==> config.mk <==
export PLATFORM = sky130hd
export DESIGN_NAME = gate_drive_ctrl
export DESIGN_NICKNAME = d
export VERILOG_FILES = /design/src/rtl/gate_drive_pkg.sv /design/src/rtl/gate_drive_filter.sv /design/src/rtl/gate_drive_delay.sv /design/src/rtl/gate_drive_slew.sv /design/src/rtl/gate_drive_ctrl.sv
export SDC_FILE = /design/constraint.sdc
export NUM_CORES = 1
export LEC_CHECK = 0
export CORE_ASPECT_RATIO = 2
export CORE_MARGIN = 2
export CORE_UTILIZATION = 30
export DETAILED_ROUTE_END_ITERATION = 10
export SLEW_MARGIN = 20
export SYNTH_ARGS = -nofsm -noshare
export SYNTH_HDL_FRONTEND = slang
export SYNTH_HIERARCHICAL = 1
export SYNTH_SLANG_ARGS = --single-unit
==> constraint.sdc <==
create_clock -name clk -period 2.26 [get_ports clk]
set_input_delay 0.226 -clock clk [delete_from_list [all_inputs] [get_ports clk]]
set_output_delay 0.226 -clock clk [all_outputs]
set_load 0.01 [all_outputs]
==> src/rtl/gate_drive_pkg.sv <==
package gate_drive_pkg;
  typedef enum logic {
    BOOST_HIZ    = 1'b0,
    BOOST_FOLLOW = 1'b1
  } boost_mode_e;

  function automatic int max_of(input int a, input int b);
    return (a > b) ? a : b;
  endfunction
endpackage

==> src/rtl/gate_drive_filter.sv <==
module gate_drive_filter #(
  parameter int PW_MIN = 10
) (
  input  logic clk,
  input  logic rst_n,
  input  logic hold,
  input  logic din,
  output logic lvl,
  output logic lvl_edge,
  output logic cand
);
  localparam int CW = $clog2(PW_MIN + 1);

  logic [CW-1:0] cnt;

  // first edge that sees a new command level
  assign cand = !hold && (din != lvl) && (cnt == '0);

  always_ff @(posedge clk) begin
    if (!rst_n) begin
      lvl      <= 1'b0;
      cnt      <= '0;
      lvl_edge <= 1'b0;
    end else if (hold) begin
      lvl      <= din;
      cnt      <= '0;
      lvl_edge <= 1'b0;
    end else begin
      lvl_edge <= 1'b0;
      if (din == lvl) begin
        cnt <= '0;
      end else if (cnt == CW'(PW_MIN - 1)) begin
        lvl      <= din;
        cnt      <= '0;
        lvl_edge <= 1'b1;
      end else begin
        cnt <= cnt + 1'b1;
      end
    end
  end
endmodule

==> src/rtl/gate_drive_delay.sv <==
module gate_drive_delay
  import gate_drive_pkg::*;
#(
  parameter int RISE_DLY = 4,
  parameter int FALL_DLY = 6
) (
  input  logic clk,
  input  logic rst_n,
  input  logic clear,
  input  logic lvl,
  input  logic lvl_edge,
  output logic dly,
  output logic fire
);
  localparam int DW = $clog2(max_of(RISE_DLY, FALL_DLY) + 1);

  logic [DW-1:0] cnt;
  logic [DW-1:0] lim;
  logic          armed;
  logic          run;

  assign lim  = lvl ? DW'(RISE_DLY) : DW'(FALL_DLY);
  assign run  = (armed || lvl_edge) && (lvl != dly);
  assign fire = !clear && run && (cnt == lim - DW'(1));

  always_ff @(posedge clk) begin
    if (!rst_n || clear) begin
      dly   <= 1'b0;
      cnt   <= '0;
      armed <= 1'b0;
    end else begin
      armed <= armed | lvl_edge;
      if (fire) begin
        dly <= lvl;
        cnt <= '0;
      end else if (run) begin
        cnt <= cnt + 1'b1;
      end else begin
        cnt <= '0;
      end
    end
  end
endmodule

==> src/rtl/gate_drive_slew.sv <==
module gate_drive_slew
  import gate_drive_pkg::*;
#(
  parameter int SETUP_CYC = 20
) (
  input  logic        clk,
  input  logic        rst_n,
  input  logic        sel_n,
  input  logic        cand,
  input  logic        out_edge,
  output boost_mode_e mode
);
  localparam int AW = $clog2(SETUP_CYC + 1);

  logic          sel_q;
  logic [AW-1:0] age;
  logic          settled;
  boost_mode_e   pend;

  assign settled = (sel_n == sel_q) && (age >= AW'(SETUP_CYC - 1));

  always_ff @(posedge clk) begin
    if (!rst_n) begin
      sel_q <= 1'b1;
      age   <= AW'(SETUP_CYC - 1);
      pend  <= BOOST_HIZ;
      mode  <= BOOST_HIZ;
    end else begin
      sel_q <= sel_n;
      if (sel_n != sel_q)
        age <= '0;
      else if (age < AW'(SETUP_CYC - 1))
        age <= age + 1'b1;
      if (cand && settled)
        pend <= sel_n ? BOOST_HIZ : BOOST_FOLLOW;
      if (out_edge)
        mode <= pend;
    end
  end
endmodule

==> src/rtl/gate_drive_ctrl.sv <==
module gate_drive_ctrl
  import gate_drive_pkg::*;
#(
  parameter int PW_MIN    = 10,
  parameter int RISE_DLY  = 4,
  parameter int FALL_DLY  = 6,
  parameter int SETUP_CYC = 20
) (
  input  logic clk,
  input  logic rst_n,
  input  logic drv_in,
  input  logic slew_sel_n,
  input  logic pri_uv,
  input  logic sec_uv,
  input  logic ot_trip,
  output logic gate_main,
  output logic main_oe,
  output logic gate_boost,
  output logic boost_oe
);
  logic        fault;
  logic        lvl;
  logic        lvl_edge;
  logic        cand;
  logic        dly;
  logic        fire;
  boost_mode_e mode;

  assign fault = pri_uv | sec_uv | ot_trip;

  gate_drive_filter #(.PW_MIN(PW_MIN)) u_filt (
    .clk(clk), .rst_n(rst_n), .hold(fault), .din(drv_in),
    .lvl(lvl), .lvl_edge(lvl_edge), .cand(cand)
  );

  gate_drive_delay #(.RISE_DLY(RISE_DLY), .FALL_DLY(FALL_DLY)) u_dly (
    .clk(clk), .rst_n(rst_n), .clear(fault), .lvl(lvl),
    .lvl_edge(lvl_edge), .dly(dly), .fire(fire)
  );

  gate_drive_slew #(.SETUP_CYC(SETUP_CYC)) u_slew (
    .clk(clk), .rst_n(rst_n), .sel_n(slew_sel_n), .cand(cand),
    .out_edge(fire), .mode(mode)
  );

  // fault flags act on the pins without a register stage
  always_comb begin
    main_oe    = !sec_uv;
    gate_main  = dly & !fault;
    boost_oe   = !sec_uv && !pri_uv && (mode == BOOST_FOLLOW);
    gate_boost = dly & !fault;
  end
endmodule

; ---- Word level (Yosys, flattened, before mapping)
; Index checks and enable logic that the tools add are counted.
[op_classes]
order_cmp = 2
eq_ne = 8
bitwise_logic = 6
n_reduce_logical = 23
addsub = 4
muxes = 8
[op_table]
columns = operator, count
row1 = $mux W5, 2
row2 = $logic_and A1 B1 Y1, 9
row3 = $reduce_or A3 Y1, 2
row4 = $add A5 B1 Y5 const B, 1
row5 = $ge A5 B5 Y1 const B, 1
row6 = $lt A5 B5 Y1 const B, 1
row7 = $mux W1, 5
row8 = $add A4 B1 Y4 const B, 1
row9 = $eq A4 B4 Y1 const B, 1
row10 = $logic_not A1 Y1, 4
row11 = $logic_not A4 Y1, 1
row12 = $reduce_bool A2 Y1, 2
row13 = $reduce_or A4 Y1, 1
row14 = $add A3 B1 Y3 const B, 1
row15 = $eq A3 B3 Y1, 1
row16 = $ne A1 B1 Y1, 3
row17 = $or A1 B1 Y1, 3
row18 = $sub A3 B1 Y3 const B, 1
row19 = $eq A1 B1 Y1, 2
row20 = $logic_or A1 B1 Y1, 2
row21 = $mux W2, 1
row22 = $ne A2 B1 Y1 const B, 1
row23 = $not A1 Y1, 2
row24 = $reduce_and A2 Y1, 1
row25 = other kinds (2), 2
[totals]
wordCells = 62
regBits = 19

; ---- Depth between registers and ports, before layout
; Gate-level depths: netlist of run 1.
[logic_depth]
depth_word = 6
depth_mapped = 6
depth_no_buf = 6

; ---- Cells and area by module
; Netlist of run 1, hierarchy kept.
[modules_own_cells]
columns = mod, area_per_inst_um2, cells_per_inst, n_inst, seq_area_each_um2
row1 = gate_drive_slew, 374.1, 36, 1, 160.2
row2 = gate_drive_filter, 281.5, 28, 1, 120.1
row3 = gate_drive_delay, 275.3, 32, 1, 100.1
row4 = gate_drive_ctrl, 33.8, 5, 1, 0.0

; ---- Least setup slack after synthesis of run 1
; No wires, ideal clock.
[synth_timing]
path_type = input to register
from = input sec_uv
to = register u_slew.pend
path_stages = 6
arrival_ps = 1440
setup_slack_ps = 748
path_cell_list = or3_1 > nor2_1 > and4bb_2 > nand2_1 > nor3_1 > mux2i_1
[synth_via]
elab_chain_cells = 6
[synth_lines]
columns = element, line_no
row1 = from (decl), gate_drive_ctrl.sv:14  ; input logic sec_uv,
row2 = $or A1 B1 Y1 (2 in a row), gate_drive_ctrl.sv:29  ; assign fault = pri_uv | sec_uv | ot_trip;
row3 = $logic_not A1 Y1, gate_drive_filter.sv:17  ; assign cand = !hold && (din != lvl) && (cnt == '0);
row4 = $logic_and A1 B1 Y1 (2 in a row), gate_drive_filter.sv:17
row5 = net cand, gate_drive_ctrl.sv:24  ; logic cand;
row6 = $logic_and A1 B1 Y1, gate_drive_slew.sv:34  ; if (cand && settled)
row7 = to (signal assigned), gate_drive_slew.sv:35  ; pend <= sel_n ? BOOST_HIZ : BOOST_FOLLOW;
row8 = to (decl), gate_drive_slew.sv:18  ; boost_mode_e pend;
; The timed path passes the listed nets, and every way through them passes these cells.
; A chain may end at the register's enable or synchronous reset.

; ---- Worst setup path in the final report of run 1
[layout_timing]
from = input sec_uv
to = output gate_boost
[layout_via]
elab_chain_cells = 4
[layout_lines]
columns = element, line_no
row1 = $or A1 B1 Y1 (2 in a row), gate_drive_ctrl.sv:29
row2 = $logic_not A1 Y1, gate_drive_ctrl.sv:51  ; gate_boost = dly & !fault;
row3 = $and A1 B1 Y1, gate_drive_ctrl.sv:51
row4 = to (decl), gate_drive_ctrl.sv:18  ; output logic gate_boost,
; No other way between the ends.

==> results.txt, run 1 <==
- WP buf/inv: 2
- In this run the cell area measured after placement is roughly 1100 um2.
- CTS saw 19 sinks.
* Slowest Stage Delay on Critical Path: 620 ps
- After clock tree synthesis, the setup repair step added 0 buffers.
- The final number of max-transition violations was 0.
* Clock slew seen by the registers of the worst setup and hold paths: 70 ps
* Min Hold Slack: 467 ps
- STA puts the critical path data required time at 2030 ps.
* DR pass1 iterations: 4
* Number of buffer cells added on primary ports: 10
- STA classifies the critical path startpoint as a primary input.
* Number of instances in the synthesized netlist: 101
- Sequential element share of the synthesized area: between 30% and 40%
- Headroom to the max-slew limit: 74.2%
- The initial utilization of the core area, before any placement, comes to between 30% and 40%.
- Leak: 0.413 nW
- Timing would allow up to 0.511 GHz.
- Synthesis-to-finish area growth: 19.8%
* List of cells traversed by the critical path: clkdlybuf4s50_1 -> nor4b_1 -> clkdlybuf4s50_1
- Clock tree synthesis inserted a total of 3 buffers.
- Averaged over all synthesized cells, the footprint is 9.55 um2.
- PwrDens: slightly below 600 nW/um2
- The netlist uses 39 different library cells.
* Placeable core region: about 3100 um2
- Row count: 29
- The clock passes through at most 2 buffers.
- In this run, synthesis produced a sequential element count of 19.
- The die is 84.2 um tall.
- First-pass GRT wire length: approximately 3400 um
- The initial antenna violation count is 0.
- Total non-filler cell area in the finished layout: 1160 um2
- Total of hold buffers inserted after clock tree synthesis: 0
- Slew at the pin with the worst max-slew slack: 382 ps
- Counting stages on the worst path, the most repeated cell is clkdlybuf4s50_1.
- Largest driver fanout on the critical path: 4
* Number of global-route vias before repair: 784
- The tightest min-delay check is of the flop to flop type.
* Setup TNS: 0 ps
- Entering global routing, the biggest net connects 11 pins.
- Setup repair after global routing left no endpoint under its margin.
- The number of nets in the synthesized netlist is 113.
- Number of warnings issued by yosys: 6
- Worst reg2reg endpoint: u_slew/pend
- Die width: 44.1 um
* Number of instances resized during post-cts repair: 0
* Full die area: 3710 um2
- Root Buffer Master: clkbuf_8
- Routed Antenna Nets: 0
- Clock latency on the worst-skew pair: 250 ps
- In the global route stage, overall resource usage came out at 11.8%.
* Number of placed instances, taps included: ~140
- In the finished design, the share of the clock period the worst path needs comes to between 80% and 90%.
- The path with the worst hold slack has its endpoint at u_slew/pend.
- After the first detailed-routing iteration, the DRC count stood at 7.
- The flow ran to the end, and the final reports show no timing, DRC or antenna violations.
- For this design the top-level I/O count stands at 11.
- Subtracting the final worst setup slack from the clock period gives 1960 ps.
* Worst reg2reg path depth: 6
* R2R Setup Slk: slightly below 700 ps
* Type of destination of the critical path: output pin
- Via count normalized by instance count: between 5 and 6
* Fraction of final layout cells sized beyond drive strength 1: 13.8%
- H-tree Lvls: 1
- Average wire length per cell after detail routing: 13.0 um
- Skew final: roughly 7.7 ps
- TritonCTS built the clock tree.
- The kind of cell with the highest combined delay along the critical path is buffers and inverters.
* Final weighted congestion of routability-driven global placement: 0.816
- Measured on the finished design, the core utilization comes to between 30% and 40%.
- Min-Delay Path Depth: 2
* Kind of critical path: primary input to output pin
- The critical path starts at sec_uv.
- Number of setup violations in the final report: 0
- Via total after detailed routing: ~800
* Number of nets in the finished design: 129
- Final number of hold-violating endpoints: 0
- The layout has approximately 330 filler cells.
- Wirelength, routed: 1920 um
- The mapped netlist covers just under 1000 um2.
- Cell Count, Final, Fillers Out: ~150
- In this run the critical register-to-register path is launched from u_filt/lvl.
- Number of remaining DRC errors: 0
* Cell with the largest stage delay on the worst path: clkdlybuf4s50_1
* Number of antenna cells inserted: 0
- Worst EP arrival: 1730 ps
* Worst vdd rail ir drop: between 200 and 250 uV
* Overflow after GRT: 0
- Summed over all nets, the half-perimeter wirelength after detailed placement is 1500 um.
* Origin of the worst min-delay path: u_slew/pend
* Maximum capacitance violations: 0
-- worst max-delay path by stage --
stage                  end  slack [ps]  cells after the start
6_report        gate_boost         300                      3
3_3_place_gp   u_slew/pend         130                      7
5_1_grt         gate_boost         200                      3
4_1_cts         gate_boost         250                      3
2_1_floorplan  u_slew/pend         750                      6
3_5_place_dp   u_slew/pend         100                      7
-- cell usage in the layout (no fill, tap or decap), types with 2 or more instances in the layout --
cell and instances:
a21oi_1 3, a31oi_1 2, buf_4 2, clkbuf_8 3, clkdlybuf4s50_1 10, dfxtp_1 19, ha_1 5, inv_1 6
mux2i_1 2, nand2_1 5, nand2b_1 2, nand3b_1 2, nor2_1 10, nor2b_1 3, nor3_1 3, nor3b_1 3
o21ai_0 3, o311a_2 3, or3_1 2, xnor2_1 5, xor2_1 2
-- report_power, final --
| part | total (mW) | internal [mW] | switching (mW) |
|---|---|---|---|
| Combinational | 0.0747 | 0.0439 | 0.0308 |
| Sequential | 0.365 | 0.346 | 0.0198 |
| Clock | 0.227 | 0.125 | 0.102 |
| Total | 0.667 | 0.515 | 0.153 |
-- synth_stat cells --
| cell type | number | share of area (%) |
|---|---|---|
| nand3b_1 | 2 | 1.6 |
| and3_1 | 1 | 0.65 |
| nor2b_1 | 3 | 1.9 |
| or2_2 | 1 | 0.65 |
| xor2_1 | 2 | 1.8 |
| nand2_1 | 5 | 1.9 |
| nor3_1 | 3 | 1.6 |
| a21oi_1 | 3 | 1.6 |
| and3_2 | 1 | 0.78 |
| nor3b_1 | 3 | 2.3 |
| and3b_2 | 1 | 1.0 |
| or3_1 | 2 | 1.3 |
| a311o_1 | 1 | 1.0 |
| a21o_2 | 1 | 0.91 |
| nor2_1 | 10 | 3.9 |
| o21ai_0 | 3 | 1.6 |
| and4bb_2 | 1 | 1.3 |
| o2111a_1 | 1 | 1.2 |
| ha_1 | 5 | 6.5 |
| a21boi_0 | 1 | 0.78 |
| a2111oi_0 | 1 | 0.91 |
| o211ai_1 | 1 | 0.78 |
| nand4b_1 | 1 | 0.91 |
| o31ai_1 | 1 | 0.78 |
| o221ai_1 | 1 | 0.91 |
| o311a_2 | 3 | 3.5 |
| o311ai_0 | 1 | 0.91 |
| nand2b_1 | 2 | 1.3 |
| dfxtp_1 | 19 | 39 |
| or4b_4 | 1 | 1.4 |
| a31oi_1 | 2 | 1.3 |
| or2b_2 | 1 | 0.91 |
| nor4b_1 | 1 | 0.91 |
| inv_1 | 6 | 2.3 |
| a2111oi_2 | 1 | 1.6 |
| xnor2_1 | 5 | 4.5 |
| buf_4 | 1 | 0.78 |
| mux2i_1 | 2 | 2.1 |
| nand3_1 | 1 | 0.52 |
-- final cells by class --
type                            instances  area [um2]  area share (%)
Sequential cell                        19         380            32.9
Clock buffer                            4        45.0            3.90
Tap cell                               31        38.8            3.35
Inverter                                6        22.5            1.95
Timing Repair Buffer                   12         115            9.96
Multi-Input combinational cell         75         554            47.9
-- cells by family (layout without fill, tap and decap cells) --
kind of cell	count (synthesis)	count (layout)	share of synthesized area, %
AOI/OAI and AO/OA	21	21	17.6
muxes	2	2	2.08
and+or+nand+nor	40	40	24.9
adders and majority gates	5	5	6.49
buffers and inverters	7	22	3.11
DFF	19	19	39.4
xor gates and xnor gates	7	7	6.36
-- routing by layer --
metal  track usage (%)  share of wire, %
met2              21.3                56
met4              4.96              0.63
met3              1.94               2.6
met1              12.7                40
met5                 0                 0
-- sequential cells by signal, summed over array words and instances, names as in the netlist --
name	count
u_dly/armed	1
u_dly/cnt	3
u_dly/dly	1
u_filt/cnt	4
u_filt/lvl	1
u_filt/lvl_edge	1
u_slew/age	5
u_slew/mode	1
u_slew/pend	1
u_slew/sel_q	1
-- stage by stage --
| stage | setup WS [ps] | power, mW |
|---|---|---|
| finish | 303 | 0.667 |
| global route | 197 | 0.705 |
| CTS | 255 | 0.677 |
| detailed placement | 104 | 0.447 |
| global placement | 130 | 0.446 |
| floorplan | 748 | 0.417 |
-- worst reg2reg max path: stages (launching register included) --
cell      delay, ps
dfxtp_1         500
xnor2_1         150
nor2_1          140
and4bb_2        240
nand2_1          60
nor3_1          240
mux2i_1         200
Note: power is estimated with default switching activity, not from simulation.
==> run 2, diff against run 1 <==
--- a/config.mk
+++ b/config.mk
@@ -8,7 +8,9 @@
 export CORE_ASPECT_RATIO = 2
 export CORE_MARGIN = 2
 export CORE_UTILIZATION = 30
+export CTS_CLUSTER_DIAMETER = 40
 export DETAILED_ROUTE_END_ITERATION = 10
+export MAX_ROUTING_LAYER = met4
 export SLEW_MARGIN = 20
 export SYNTH_ARGS = -nofsm -noshare
 export SYNTH_HDL_FRONTEND = slang
==> results.txt, run 2 (synthesized netlist as in run 1, its figures left out) <==
* Number of sinks handled by clock tree synthesis: 19
- Measured against its own limit, the worst slew margin works out to between 70% and 80%.
* Routed Antenna Nets: 0
- Number of DRC markers in iteration 0: 7
* Class of the tightest hold or removal check: flop to flop
- Port buffering added 10 buffers.
* Largest register FFs: 5
- The repair_antennas step left the layout with diodes totalling 0.
- In this run, CTS created clock tree buffers numbering 3.
- Final weighted congestion of routability-driven global placement: 0.828
- After detailed routing, the average wire length per cell comes to around 13 um.
- Number of setup violations in the final report: 0
- The first detailed-routing pass ran for 4 iterations.
- Worst vdd rail ir drop: 227 uV
* Type of destination of the critical path: output pin
- The tree is rooted in a clkbuf_8.
- After clock tree synthesis, the clock-pin slew on the worst setup and hold paths is 70 ps.
- Overflow after GRT: 0
* Overall Global Routing Usage: 12.1%
- Clock latency on the worst-skew pair: 250 ps
- For the pin with the worst max-slew slack, the measured transition is 382 ps.
- Number of remaining DRC errors: 0
- The die covers around 3700 um2.
- After layout, the design draws a total of 667 uW.
* Antenna violations before repair: 0
* Relative contribution of combinational cells to total power: 11.2%
* Internal power component: 515 uW
- Worst reg2reg path depth: 6
* Maximum buffer depth of the clock tree: 2
- DP Wirelength: around 1500 um
* Largest net degree at the start of global routing: 11
* RSZ-0062 raised after global routing: no
- From left edge to right edge, the die measures around 44 um.
- Run status: completed
- Counting the fill cells in the layout gives roughly 330.
* Maximum achievable frequency: 0.511 GHz
- The final hold violation count was 0.
- Post-route fraction of the period consumed by the critical path: 86.6%
- In the final layout, the registers with the most flip-flops are u_slew/age x5, u_filt/cnt x4, u_dly/cnt x3.
* Vertical die dimension: 84.2 um
- Min-Delay Path Depth: 2
* IO Pins: 11
- Register ranked first by flip-flop count: u_slew/age
- H-tree Lvls: 1
* Buffers inserted by post-CTS timing repair: 0
- Total of hold buffers inserted after clock tree synthesis: 0
- Max-cap violations in this run came to 0.
- The final number of max-transition violations was 0.
- TritonCTS clock tree: done
* Via count normalized by instance count: 5.37
- The core region is 3120 um2.
- Number of instances resized during post-cts repair: 0
- Setup TNS: 0 ps
- Fraction of final layout cells sized beyond drive strength 1: between 10% and 20%
* Commonest non-fill, non-tap cell in the layout: dfxtp_1
- Synthesis-to-finish area growth: 19.8%
- The critical path in this run is classified as primary input to output pin.
- Leak: 0.413 nW
- In this run the power density over the cells is between 500 and 600 nW/um2.
- Worst EP arrival: 1730 ps
- Across the routed clock network, the largest skew measured is 7.66 ps.
* Starting density of the core: 30.9%
* Number of nets in the finished design: between 100 and 150
* Largest driver fanout on the critical path: 4
* Startpoint type of the worst setup path: primary input
- Fraction of power consumed by sequential logic: 54.8%
- The routed layout has slightly below 800 vias.
- Wirelength, routed: 1920 um
- Final critical delay including setup and external delays: 1960 ps
- Row count: 29
* Min Hold Slack: 467 ps
- In this run switching power makes up a little under a quarter of total power.
- Commonest non-fill, non-tap cells in the layout: dfxtp_1, clkdlybuf4s50_1, nor2_1
- At the worst endpoint, the required time is between 2000 and 2500 ps.
- The first global-routing pass estimated ~3400 um of wire.
* Clock power share: 34.0%
* Switching component of the power: 153 uW
- The number of global-route vias before repair came to 783.
run 2: layout make-up:
| cell class | count | area [um2] | area share [%] |
|---|---|---|---|
| clock buffer | 4 | 45.0 | 3.90 |
| inverter | 6 | 22.5 | 1.95 |
| multi-input combinational | 75 | 554 | 47.9 |
| sequential | 19 | 380 | 32.9 |
| tap | 31 | 38.8 | 3.35 |
| timing repair buffer | 12 | 115 | 9.96 |
run 2: final timing paths:
path / from / end / slack (ps)
worst max-delay path: sec_uv / gate_boost / 300
worst min-delay path: u_slew/pend / u_slew/pend / 470
worst max register to register: u_filt/lvl / u_slew/pend / 680
worst min register to register: u_slew/pend / u_slew/pend / 470
run 2: power by group through the flow:
stage	sequential (mW)	combinational, mW	clock (mW)
2_1_floorplan	0.368	0.0490	0
5_1_grt	0.368	0.0839	0.253
3_5_place_dp	0.373	0.0744	0
6_report	0.365	0.0747	0.227
4_1_cts	0.365	0.0749	0.237
3_3_place_gp	0.372	0.0739	0
run 2: per-stage QoR:
stage,std cells,instance area [um2],util [%],setup slack (ps)
after floorplan,101,965,-,748
after global placement,143,1110,35.6,130
after detailed placement,143,1110,35.6,104
after CTS,147,1160,37.0,255
after global routing,147,1160,37.0,197
final,147,1160,37.0,303
run 2: metal layers:
metal	wire (um)	GRT usage, %
met5	0	-
met2	1080	21.3
met3	48	1.94
met1	773	12.7
met4	13	4.96
run 2: worst max-delay path, stage by stage:
cell             delay, ps
clkdlybuf4s50_1        460
nor4b_1                420
clkdlybuf4s50_1        620
==> run 3, diff against run 2 <==
--- a/config.mk
+++ b/config.mk
@@ -5,12 +5,12 @@
 export SDC_FILE = /design/constraint.sdc
 export NUM_CORES = 1
 export LEC_CHECK = 0
-export CORE_ASPECT_RATIO = 2
 export CORE_MARGIN = 2
-export CORE_UTILIZATION = 30
+export CORE_UTILIZATION = 57
 export CTS_CLUSTER_DIAMETER = 40
 export DETAILED_ROUTE_END_ITERATION = 10
 export MAX_ROUTING_LAYER = met4
+export PLACE_DENSITY = 0.81
 export SLEW_MARGIN = 20
 export SYNTH_ARGS = -nofsm -noshare
 export SYNTH_HDL_FRONTEND = slang
==> results.txt, run 3 (synthesized netlist as in run 1, its figures left out) <==
- Measured against its own limit, the worst slew margin works out to 67.9%.
* Final core occ: 72.2%
* Vertical die dimension: 45.1 um
- The library cell used most frequently in the layout, excluding fill and tap cells, is dfxtp_1.
* Multi-input logic area: about 550 um2
- Commonest non-fill, non-tap cells in the layout: dfxtp_1, clkdlybuf4s50_1, nor2_1
- CTS placed an instance of clkbuf_4 at the clock tree root.
- Post-route fraction of the period consumed by the critical path: 85.7%
- In this run switching power makes up between 20 and 25% of total power.
- Switching component of the power: 150 uW
- Maximum buffer depth of the clock tree: 2
- Family with the most delay on the worst path: buffers and inverters
- In this run the remaining antenna-violating nets after routing total 0.
- Of the cells placed in the final design, the portion with a size suffix greater than 1 is 13.9%.
- After clock tree synthesis, the repair step resized 0 gates.
- The die covers 2040 um2.
* DP Wirelength: 1310 um
* Clock slew seen by the registers of the worst setup and hold paths: 100 ps
- Kind of critical path: primary input to output pin
* Number of setup violations in the final report: 0
- Once the clock tree was built, the setup fixing pass inserted 0 buffers.
- Antenna violations before repair: 0
- Along the worst path, the maximum fanout reaches 4.
* Number of buffer cells added on primary ports: 10
* PwrDens: 544 nW/um2
* Overflow after GRT: 0
- H-tree Lvls: 1
* Max-slew violation count: 0
- STA classifies the critical path startpoint as a primary input.
- Clock tree synthesis inserted a total of 3 buffers.
- Setup TNS: 0 ps
- Buffers inserted to repair hold after CTS numbered 0.
- In this run the worst hold path is classified as flop to flop.
* Via total after detailed routing: between 700 and 800
- Leak: 0.402 nW
- IO Pins: 11
- Global routing used 21.0% of the available tracks across all layers.
* Maximum capacitance violations: 0
- The design draws 605 uW.
* Slew at the pin with the worst max-slew slack: 469 ps
- Synthesis-to-finish area growth: 15.3%
- Internal power component: approximately 460 uW
- Pre-CTS setup slack: between 60 and 70 ps
- Ranked by flip-flop count, first place goes to u_slew/age.
- Type of destination of the critical path: output pin
* Starting density of the core: between 60 and 70%
* Number of nets in the finished design: approximately 130
- The repair_antennas step left the layout with diodes totalling 0.
- Once layout is done, the placed cells without fillers occupy 1110 um2.
- Largest register FFs: 5
* Slowest Stage Delay on Critical Path: approximately 610 ps
- Maximum achievable frequency: a little over 0.5 GHz
- For the worst flop-to-flop path, the logic depth is 6.
- After detailed routing, the number of remaining DRC violations is 0.
* Wirelength, routed: 1730 um
* Endpoint required time on the critical path: just over 2000 ps
- The first detailed-routing pass ran for 4 iterations.
- Skew final: 5.01 ps
* Area taken by flip-flops and latches: 380 um2
* Run status: completed
- The critical path runs through a total of 3 cells.
- The slowest stage of the critical path belongs to the cell clkdlybuf4s50_1.
* Die width: 45.1 um
- Via count normalized by instance count: 5.85
- STA puts the critical path data arrival time at 1710 ps.
* WP buf/inv: 2
- Total placed instance area: around 1100 um2
- Placeable core region: approximately 1500 um2
* First-pass GRT wire length: roughly 3000 um
- Entering global routing, the biggest net connects 12 pins.
* Average wire length per cell after detail routing: 13.2 um
- List of cells traversed by the critical path: clkdlybuf4s50_1 -> nor4b_1 -> clkdlybuf4s50_1
* Fraction of power consumed by sequential logic: approximately three fifths
* Clock latency on the worst-skew pair: 290 ps
- In the final layout, the registers with the most flip-flops are u_slew/age x5, u_filt/cnt x4, u_dly/cnt x3.
- Number of DRC markers in iteration 0: 10
* Number of global-route vias before repair: 705
- The tree built by TritonCTS fans out to 19 sinks.
* Final weighted congestion of routability-driven global placement: 0.823
- Setup repair after global routing left no endpoint under its margin.
- The layout has about 130 filler cells.
- Min-Delay Path Depth: 2
- The floorplan has 14 rows.
- VDD sags by at most between 400 and 500 uV.
* TritonCTS clock tree: done
- In this run, the combinational gates consume 12.3% of the power.
* Final critical delay including setup and external delays: 1940 ps
- The clock network burns a little over a quarter of the power.
* Most frequent cell on the critical path: clkdlybuf4s50_1
- Min setup slack post-route: 324 ps
- The final hold violation count is 0.
[run 3: cell count changes in the layout (fill, tap and decap cells not counted)]
cell / previous run / this run
buf_4: 2 / 1
clkbuf_4: 0 / 3
clkbuf_1: 1 / 0
clkinv_2: 0 / 1
clkbuf_8: 3 / 0
[run 3: through the flow]
step	hold slack, ps	instances
2_1_floorplan	288	101
3_3_place_gp	455	127
3_5_place_dp	465	127
4_1_cts	482	131
5_1_grt	506	131
6_report	478	131
[run 3: power by group through the flow]
stage	clock network (mW)	logic [mW]	registers (mW)
2_1_floorplan	0	0.0490	0.368
3_3_place_gp	0	0.0720	0.371
3_5_place_dp	0	0.0747	0.372
4_1_cts	0.176	0.0754	0.364
5_1_grt	0.183	0.0832	0.368
6_report	0.165	0.0747	0.365
[run 3: worst paths after layout]
| kind | start | to | slack [ps] |
|---|---|---|---|
| min | u_slew/pend | u_slew/pend | 480 |
| max | sec_uv | gate_main | 320 |
| min reg2reg | u_slew/pend | u_slew/pend | 480 |
| max reg2reg | u_filt/lvl | u_slew/pend | 690 |
[run 3: worst reg2reg max path, delay by kind of cell, from the launching register on]
family | cells | cell delay [ps]
mux | 1 | 200
flops | 1 | 510
xor+xnor | 1 | 140
simple gates | 4 | 660
[run 3: area by class of cell]
cell class	count	area share, %
Clock buffer	3	2.02
Tap cell	16	1.80
Inverter	6	2.02
Timing Repair Buffer	11	9.67
Clock inverter	1	0.450
Sequential cell	19	34.2
Multi-Input combinational cell	75	49.8
[run 3: routing by layer]
layer  part of all wire [%]  track usage [%]
met1                     46             25.3
met2                     48             34.3
met3                    4.2             2.80
met4                    1.6             10.6
met5                      0                -
